### config.mk
export PLATFORM = sky130hd
export DESIGN_NAME = fb_fetch_dma
export DESIGN_NICKNAME = d
export VERILOG_FILES = /design/src/rtl/fbf_pkg.sv /design/src/rtl/fbf_burst_calc.sv /design/src/rtl/fbf_fifo.sv /design/src/rtl/fb_fetch_dma.sv
export SDC_FILE = /design/constraint.sdc
export NUM_CORES = 1
export LEC_CHECK = 0
export ABC_AREA = 1
export BUFFER_PORTS_ARGS = -buffer_cell sky130_fd_sc_hd__buf_2
export CAP_MARGIN = 0
export CELL_PAD_IN_SITES_DETAIL_PLACEMENT = 0
export CELL_PAD_IN_SITES_GLOBAL_PLACEMENT = 1
export CORE_ASPECT_RATIO = 2
export CORE_MARGIN = 5
export CORE_UTILIZATION = 40
export DETAILED_ROUTE_END_ITERATION = 16
export HOLD_SLACK_MARGIN = 0.05
export PLACE_DENSITY = 0.71
export SLEW_MARGIN = 5
export SYNTH_ARGS = -nofsm -noshare
export SYNTH_HDL_FRONTEND = slang
export SYNTH_HIERARCHICAL = 1
export SYNTH_SLANG_ARGS = --single-unit
### constraint.sdc
create_clock -name clk -period 13.6 [get_ports clk]
set_input_delay 2.72 -clock clk [delete_from_list [all_inputs] [get_ports clk]]
set_output_delay 2.72 -clock clk [all_outputs]
set_load 0.02 [all_outputs]
### src/rtl/fbf_pkg.sv
package fbf_pkg;

    typedef enum logic [2:0] {
        ST_IDLE,
        ST_WAIT,
        ST_READY,
        ST_REQ,
        ST_DATA
    } fbf_state_e;

endpackage

### src/rtl/fbf_burst_calc.sv
module fbf_burst_calc #(
    parameter int ADDR_W   = 32,
    parameter int MAX_LOG2 = 4,
    parameter int LEN_W    = MAX_LOG2 + 1
) (
    input  logic [2:0]        code,
    input  logic [ADDR_W-1:0] addr,
    input  logic [ADDR_W-1:0] limit,
    output logic [LEN_W-1:0]  len
);

    logic [ADDR_W-1:0] span;
    logic [ADDR_W-1:0] words_left;
    logic [LEN_W-1:0]  cap;

    always_comb begin
        span       = limit - addr;
        words_left = span >> 2;
        if (code > 3'(MAX_LOG2)) begin
            cap = LEN_W'(1) << MAX_LOG2;
        end else begin
            cap = LEN_W'(1) << code;
        end
        if (words_left < ADDR_W'(cap)) begin
            len = LEN_W'(words_left);
        end else begin
            len = cap;
        end
    end

endmodule

### src/rtl/fbf_fifo.sv
module fbf_fifo #(
    parameter int DATA_W = 32,
    parameter int DEPTH  = 32,
    parameter int PTR_W  = $clog2(DEPTH),
    parameter int CNT_W  = PTR_W + 1
) (
    input  logic              clk,
    input  logic              rst_n,
    input  logic              clear,
    input  logic              push,
    input  logic [DATA_W-1:0] wdata,
    input  logic              pop,
    output logic [DATA_W-1:0] rdata,
    output logic [CNT_W-1:0]  count,
    output logic              empty
);

    typedef struct packed {
        logic [PTR_W-1:0] wr;
        logic [PTR_W-1:0] rd;
        logic [CNT_W-1:0] cnt;
    } fifo_st_t;

    fifo_st_t st_d, st_q;
    logic [DATA_W-1:0] store_q [DEPTH];

    always_comb begin
        st_d = st_q;
        if (clear) begin
            st_d = '0;
        end else begin
            if (push) begin
                st_d.wr = st_q.wr + 1'b1;
            end
            if (pop) begin
                st_d.rd = st_q.rd + 1'b1;
            end
            if (push && !pop) begin
                st_d.cnt = st_q.cnt + 1'b1;
            end else if (pop && !push) begin
                st_d.cnt = st_q.cnt - 1'b1;
            end
        end
    end

    always_ff @(posedge clk or negedge rst_n) begin
        if (!rst_n) begin
            st_q <= '0;
        end else begin
            st_q <= st_d;
        end
    end

    always_ff @(posedge clk) begin
        if (push && !clear) begin
            store_q[st_q.wr] <= wdata;
        end
    end

    assign rdata = store_q[st_q.rd];
    assign count = st_q.cnt;
    assign empty = (st_q.cnt == '0);

    // the space reservation keeps writes away from a full FIFO
    a_r8_no_overflow: assert property (@(posedge clk) disable iff (!rst_n)
        push |-> (st_q.cnt < CNT_W'(DEPTH)) || pop);

    // nothing is popped from an empty FIFO
    a_r10_no_underflow: assert property (@(posedge clk) disable iff (!rst_n)
        pop |-> !empty);

endmodule

### src/rtl/fb_fetch_dma.sv
module fb_fetch_dma #(
    parameter int ADDR_W     = 32,
    parameter int DATA_W     = 32,
    parameter int FIFO_DEPTH = 32,
    parameter int MAX_LOG2   = 4,
    parameter int DLY_W      = 8,
    parameter int LEN_W      = MAX_LOG2 + 1
) (
    input  logic              clk,
    input  logic              rst_n,
    input  logic              enable,
    input  logic [2:0]        burst_code,
    input  logic [2:0]        fifo_thresh,
    input  logic [DLY_W-1:0]  req_delay,
    input  logic [ADDR_W-1:0] win0_start,
    input  logic [ADDR_W-1:0] win0_end,
    input  logic [ADDR_W-1:0] win1_start,
    input  logic [ADDR_W-1:0] win1_end,
    output logic              mem_req,
    output logic [ADDR_W-1:0] mem_addr,
    output logic [LEN_W-1:0]  mem_len,
    input  logic              mem_gnt,
    input  logic              mem_rvalid,
    input  logic [DATA_W-1:0] mem_rdata,
    output logic              pix_valid,
    output logic [DATA_W-1:0] pix_data,
    input  logic              pix_ready,
    output logic              frame_done
);
    import fbf_pkg::*;

    localparam int CNT_W = $clog2(FIFO_DEPTH) + 1;
    localparam int CW    = CNT_W + 1;
    localparam int STEP  = FIFO_DEPTH / 8;

    typedef struct packed {
        fbf_state_e        state;
        logic [ADDR_W-1:0] addr;
        logic              sel;
        logic [DLY_W-1:0]  dly;
        logic [LEN_W-1:0]  left;
        logic [LEN_W-1:0]  len;
        logic              done;
    } ctl_t;

    ctl_t c_d, c_q;

    logic [ADDR_W-1:0] cur_end;
    logic [ADDR_W-1:0] next_addr;
    logic [LEN_W-1:0]  blen;
    logic [CNT_W-1:0]  occ;
    logic [CW-1:0]     level;
    logic              fifo_empty;
    logic              fifo_push;
    logic              fifo_pop;
    logic              fifo_clear;

    assign cur_end   = c_q.sel ? win1_end : win0_end;
    assign next_addr = c_q.addr + (ADDR_W'(c_q.len) << 2);
    assign level     = CW'((32'(fifo_thresh) + 1) * STEP);

    fbf_burst_calc #(
        .ADDR_W  (ADDR_W),
        .MAX_LOG2(MAX_LOG2),
        .LEN_W   (LEN_W)
    ) u_calc (
        .code (burst_code),
        .addr (c_q.addr),
        .limit(cur_end),
        .len  (blen)
    );

    always_comb begin
        c_d      = c_q;
        c_d.done = 1'b0;
        case (c_q.state)
            ST_IDLE: begin
                c_d.sel  = 1'b0;
                c_d.addr = win0_start;
                if (enable) begin
                    c_d.state = ST_WAIT;
                    c_d.dly   = req_delay;
                end
            end
            ST_WAIT: begin
                if (!enable) begin
                    c_d.state = ST_IDLE;
                end else if (c_q.dly == '0) begin
                    c_d.state = ST_READY;
                end else begin
                    c_d.dly = c_q.dly - 1'b1;
                end
            end
            ST_READY: begin
                if (!enable) begin
                    c_d.state = ST_IDLE;
                end else if ((CW'(occ) < level) &&
                             (CW'(occ) + CW'(blen) <= CW'(FIFO_DEPTH))) begin
                    c_d.state = ST_REQ;
                    c_d.len   = blen;
                end
            end
            ST_REQ: begin
                if (mem_gnt) begin
                    c_d.state = ST_DATA;
                    c_d.left  = c_q.len;
                end
            end
            ST_DATA: begin
                if (mem_rvalid) begin
                    c_d.left = c_q.left - 1'b1;
                    if (c_q.left == LEN_W'(1)) begin
                        c_d.state = ST_READY;
                        if (next_addr >= cur_end) begin
                            c_d.sel  = !c_q.sel;
                            c_d.addr = c_q.sel ? win0_start : win1_start;
                            c_d.done = 1'b1;
                        end else begin
                            c_d.addr = next_addr;
                        end
                    end
                end
            end
            default: c_d.state = ST_IDLE;
        endcase
    end

    always_ff @(posedge clk or negedge rst_n) begin
        if (!rst_n) begin
            c_q <= '0;
        end else begin
            c_q <= c_d;
        end
    end

    assign fifo_push  = mem_rvalid && (c_q.state == ST_DATA);
    assign fifo_pop   = pix_valid && pix_ready;
    assign fifo_clear = (c_q.state == ST_IDLE);

    fbf_fifo #(
        .DATA_W(DATA_W),
        .DEPTH (FIFO_DEPTH)
    ) u_fifo (
        .clk  (clk),
        .rst_n(rst_n),
        .clear(fifo_clear),
        .push (fifo_push),
        .wdata(mem_rdata),
        .pop  (fifo_pop),
        .rdata(pix_data),
        .count(occ),
        .empty(fifo_empty)
    );

    assign pix_valid  = !fifo_empty;
    assign mem_req    = (c_q.state == ST_REQ);
    assign mem_addr   = c_q.addr;
    assign mem_len    = c_q.len;
    assign frame_done = c_q.done;

    // request is held with stable address and length until granted
    a_r7_req_hold: assert property (@(posedge clk) disable iff (!rst_n)
        (mem_req && !mem_gnt) |=> mem_req && $stable(mem_addr) && $stable(mem_len));

    // a requested burst ends at or before the window end
    a_r4_no_cross: assert property (@(posedge clk) disable iff (!rst_n)
        mem_req |-> ({1'b0, mem_addr} + ({(ADDR_W-LEN_W+1)'(0), mem_len} << 2))
                    <= {1'b0, cur_end});

    // burst length is never zero nor above the largest burst
    a_r2_len_range: assert property (@(posedge clk) disable iff (!rst_n)
        mem_req |-> (mem_len != '0) && (mem_len <= (LEN_W'(1) << MAX_LOG2)));

    // frame_done is a single-cycle pulse
    a_r6_done_pulse: assert property (@(posedge clk) disable iff (!rst_n)
        frame_done |=> !frame_done);

    // the FIFO never holds more than its depth
    a_r8_occ_bound: assert property (@(posedge clk) disable iff (!rst_n)
        CW'(occ) <= CW'(FIFO_DEPTH));

    // a stalled pixel word stays put unless the FIFO is being flushed
    a_r10_pix_hold: assert property (@(posedge clk) disable iff (!rst_n)
        (pix_valid && !pix_ready && !fifo_clear && !c_d.state[2] && c_d.state != ST_IDLE)
        |=> pix_valid && $stable(pix_data));

endmodule

* Word-level counts from Yosys, hierarchy flattened
Memory sizes are Yosys's and may differ from the RTL's. Index checks and enable logic that the tools add are counted. Widths: inputs -> output; s select.
Storage, ports and cells: input port bits 180, output and inout port bits 72, memory bits (writable) 1024, memories 1, register bits after elaboration 71, logic and storage cells 101
Memory list:
- u_fifo.store_q | depth 32, width 32, rd ports 1, clocked after Yosys merged registers in 0, write ports 1, line fbf_fifo.sv:25 | logic [DATA_W-1:0] store_q [DEPTH];
Cells by class: reduce and logical (&&, ||, !) cells 26, mux-type cells 34, magnitude comparators 5, shift-type cells 1, add/sub/neg operators 10, equal/unequal tests 14
Operators with widths (number):
- $mux 32 | 3
- $mux 36 | 2
- $pmux 33 s2 | 1
- $add 32x7->32 | 1
- $ge 32x32->1 | 1
- $sub 32x32->32 | 1
- $lt 30x5->1 | 1
- $mux 5 | 6
- $mux 8 | 3
- $mux 3 | 6
- $mux 16 | 1
- $pmux 8 s2 | 1
- $pmux 3 s5 | 1
- $mux 6 | 2
- $ne 2x2->1 const B | 6
- $add 5x1->5 const B | 2
- $pmux 5 s2 | 1
- $reduce_bool 2->1 | 5
- $reduce_and 3->1 | 3
- $logic_not 8->1 | 1
- $reduce_and 4->1 | 2
- $sub 8x1->8 const B | 1
- $add 6x5->7 | 1
- $le 7x6->1 const B | 1
- other kinds (20) | 37

* Depth between registers and ports, before layout
word-level depth 10, depth in mapped cells 37, mapped depth without buffers 35

* Hierarchy
The synthesis kept the hierarchy.
By module, submodules not included:
- fbf_fifo | cells an instance 4092, times used 1, area an instance 44046.0 um2, sequential area each 31149.9 um2
- fb_fetch_dma | cells an instance 1099, times used 1, area an instance 6854.1 um2, sequential area each 1376.3 um2
- fbf_burst_calc | cells an instance 665, times used 1, area an instance 3189.3 um2, sequential area each 0.0 um2

* Worst setup path after synthesis
Ideal clock, no wire load.
path kind input port to flip-flop, start in win1_end[4], end reg c_q (netlist bit mem_len[0]), arrival 6549 ps, library setup time 129 ps, path buffers 0, data required time 13471 ps, slack 6922 ps, stages 27, cell sequence or2_2 o21ai_0 inv_1 ha_1 nand2_2 nor2_1 nand2_1 nand3_1 xor2_1 ha_1 a21oi_1 o211ai_1 inv_1 o21ai_0 nor2_4 nand4_1 nand2_1 ha_1 inv_1 fa_1 o21ai_0 xnor2_1 nand3_1 nand2_1 nand2_1 nor2_2 o21ai_0
Between the ends: word-level cells in the longest chain between the ends 8
RTL lines:
- from (decl) | line fb_fetch_dma.sv:18 | input logic [ADDR_W-1:0] win1_end,
- $mux 32 (*) | line fb_fetch_dma.sv:58 | assign cur_end = c_q.sel ? win1_end : win0_end;
- via cur_end[4] | line fb_fetch_dma.sv:48 | logic [ADDR_W-1:0] cur_end;
- $sub 32x32->32 (*) | line fbf_burst_calc.sv:17 | span = limit - addr;
- $lt 30x5->1 (*) | line fbf_burst_calc.sv:24 | if (words_left < ADDR_W'(cap)) begin
- $mux 5 (*) | line fbf_burst_calc.sv:24
- via blen[0] | line fb_fetch_dma.sv:50 | logic [LEN_W-1:0] blen;
- $add 6x5->7 | line fb_fetch_dma.sv:98 | (CW'(occ) + CW'(blen) <= CW'(FIFO_DEPTH))) begin
- $le 7x6->1 | line fb_fetch_dma.sv:98
- $logic_and 1x1->1 | line fb_fetch_dma.sv:97 | end else if ((CW'(occ) < level) &&
- $reduce_and 3->1 (no line)
- to (signal assigned) | line fb_fetch_dma.sv:130 | c_q <= '0;
- to (signal assigned) | line fb_fetch_dma.sv:132 | c_q <= c_d;
- to (decl) | line fb_fetch_dma.sv:46 | ctl_t c_d, c_q;
The timed path passes the listed nets; every way through them passes the cells marked *. A chain may end at the register's enable or synchronous reset.

* Final worst setup path
start reg u_fifo/st_q[7] (netlist name), end out pix_data[22]
Between the ends: word-level cells in the longest chain between the ends 1
RTL lines:
- from (decl) | line fbf_fifo.sv:24 | fifo_st_t st_d, st_q;
- from (signal assigned) | line fbf_fifo.sv:50 | st_q <= st_d;
- $mem_v2 32x32
- to (decl) | line fb_fetch_dma.sv:26 | output logic [DATA_W-1:0] pix_data,
Every way passes these cells.

==> metrics.txt <==
status=finished clean; Post-Route WL=184000 microns; crit path capture type=output port; Die Ht=between 500 and 600 microns; # setup viols final=0; arrival time worst endpoint=roughly 4900 ps; CP Class=reg2out; syn_area_per_cell=between 9 and 10 sq um; post-CTS sizing=0; residual DRC count=0; area leader, netlist=edfxtp_1; 1st-iter DRT viols=3345; initial antenna violation count=19; layout cells sized above 1=between 10% and 20%; min Tclk post-route=~7600 ps; FP Rows=191; Synth Area in XOR/XNOR=less than 1%; Worst slew margin=between 10% and 20%; Final TNS setup=0 ps; Initial Util=40.1%; global-route wire length before repair=~260000 microns; skew final=around 32 ps; Synth Area in Adders=under 10%; Leakage=around 0.026 uW; slowest stage cell, crit path=dfrtp_4; number of global-route vias before repair=38436; pwr dens=200 nW/um^2; Max Fclk=~130 MHz; Hold Vio Cnt, Final=0; Clk Latency, worst-skew pair=between 700 and 800 ps; Final GP Congestion=0.997; P&R area growth vs syn=10.6%; CP Buf/Inv Count=4; VDD IR max=roughly 140 uV; CTS max path bufs=3; Final Cycle Share=55.7%; hpwl dp=roughly 110000 microns; Die Wd=about 270 microns; CTS buffer count=between 90 and 100; Slew @ Worst Pin=roughly 1200 ps; worst-path fanout max=approximately 80; total power=about 12000 uW; I/O Pins=252; critical path's top delay family=buffers and inverters; RSZ-0062 raised after global routing=false; worst min path class=reg2reg; DP Area=56700 sq um; clk root buf=clkbuf_16; post-synthesis cell type count=55; max incr delay on CP=a little over 1000 ps; grt total ovfl=0; Seq/Total Area, Yosys=60.1%; combinational family with the most area after synthesis=simple AND/OR/NAND/NOR gates; die area=143000 sq um; vias per cell=between 5 and 6; H-tree Lvls=3; largest net degree at the start of global routing=between 150 and 200; simple-gate share of the synthesized area=between 20% and 30%; Total GRT Usage=roughly 25%; fill cell count=about 13000; dominant cells by area after synthesis=edfxtp_1, nand2_1, nand3_1; maxcap violations=0; Nets=around 6300; drt first pass iters=5; Worst path most repeated cell=nand2_1; mapped cell area=54100 sq um; final max-slew violation count=0; Sink Count=about 1100; Mapped Nets=6133; I/O Buffers=251; Util after Layout=between 40 and 50%; Post-Syn Instances=5856; # hold bufs at CTS=0; Routed Antenna Nets=0; CTS tree=done; crit path launch type=register; Synth warnings=6; drt wl/cell=between 20 and 25 microns; Reg clk slew, reported paths=~70 ps; via count=between 40000 and 50000; design area=59800 sq um; Cell Chain, Critical Path=buf_4 > buf_4 > nand3_1 > nand3_1 > nand2_1 > nor2_1 > nand2_1 > nand2_1 > inv_1 > buf_2; compound-gate portion of the synthesized area=roughly 2.9%; post-synth top area share=a little under three fifths; setup bufs post-CTS=0; post-synthesis mux area share=less than 1%; worst endpoint required time=around 11000 ps; Synth Register Bits=between 1000 and 1500; CORE AREA=roughly 140000 sq um
-- final timing paths --
path                                  endpoint  slack [ps]            from  cells after the start
worst max-delay path              pix_data[22]        6020  u_fifo/st_q[7]                     10
worst min-delay path                   c_q[13]         510         c_q[13]                      2
worst max register to register      mem_len[0]        7430         c_q[19]                     28
worst min register to register         c_q[13]         510         c_q[13]                      2
max in group asynchronous       u_fifo/st_q[6]       10490           rst_n                      2
min in group asynchronous         mem_addr[11]        1840           rst_n                      1
-- power by group --
part           internal, uW  switching (uW)  total [uW]
registers              3780             259        4040
logic                  1430            3750        5180
clock network          1510            1270        2780
-- layout make-up --
cell class / instances / area [sq um] / area share, %
tap: 1737 / 2170 / 3.63
sequential: 1095 / 32500 / 54.4
multi-input combinational: 3594 / 16900 / 28.2
inverter: 869 / 3280 / 5.48
clock inverter: 54 / 586 / 0.978
timing repair buffer: 328 / 1840 / 3.07
antenna: 7 / 17.5 / 0.0293
clock buffer: 126 / 2560 / 4.27
-- cells in the final DEF, fill, tap and decap left out, drive strengths merged --
cell type	instances
o31ai	1
a31oi	2
inv	867
clkbuf	126
or3	1
fa	3
xor2	17
nor4	1
clkinvlp	4
nor3	18
and2	5
and3	2
diode	7
o211ai	38
ha	94
a21o	2
o21bai	1
nand4	51
xnor2	8
o21a	2
o21ai	75
dfrtp	71
edfxtp	1024
a21boi	2
bufinv	9
nand3	749
nor2	232
mux2i	4
nor3b	2
buf	328
nand2	2075
nand3b	5
a21oi	155
or2	42
o22ai	5
o221ai	1
clkinv	43
a22o	1
-- kinds of logic (layout without fill, tap and decap cells) --
group                      count (synthesis)  after routing
xor gates and xnor gates                  25             25
buffers and inverters                   1167           1377
other                                      0              7
DFF                                     1095           1095
muxes                                      4              4
adders and majority gates                 97             97
and+or+nand+nor                         3183           3183
AOI/OAI and AO/OA                        285            285
-- synthesized netlist by cell type, drive strengths merged --
library cell  count
o31ai             1
nor3b             2
o211ai           38
inv             865
o22ai             5
a21o              2
a31oi             2
mux2i             4
nand4            51
a21boi            2
o221ai            1
and2              5
nand2          2075
xor2             17
a21oi           155
ha               94
nand3           749
nor4              1
or3               1
dfrtp            71
o21ai            75
o21bai            1
and3              2
nor2            232
a22o              1
clkbuf           61
clkinv            4
buf             237
nor3             18
nand3b            5
fa                3
or2              42
xnor2             8
edfxtp         1024
o21a              2
-- flip-flops by register name, indices dropped and copies added, names as in the netlist --
name and flops:
c_q 17, frame_done 1, mem_addr 32, mem_len 5
u_fifo/count 6, u_fifo/st_q 10, u_fifo/store_q 1024
-- per-stage QoR --
stage,worst slack [ps],instances,hold slack [ps]
after global placement,5600,7623,494
final,6020,7810,513
after global routing,5770,7807,578
after floorplan,6920,5856,472
after CTS,5890,7803,517
after detailed placement,5700,7623,502
-- worst reg2reg max path: cells and delay by family, from the launching register on --
kind                       cells  cell delay, ps
DFF                            1             410
xor gates and xnor gates       2             650
AOI/OAI and AO/OA              6             940
buffers and inverters          4             720
and+or+nand+nor               12            1980
adders and majority gates      4            1350
-- layer usage --
layer,vias up,track usage [%],part of all wire [%]
li1,19162,-,-
met1,19318,26.4,35
met2,1335,47.0,53
met3,400,3.34,5.0
met4,6,14.8,7.3
met5,-,0,0.015
Note: power is estimated with default switching activity, not from simulation.
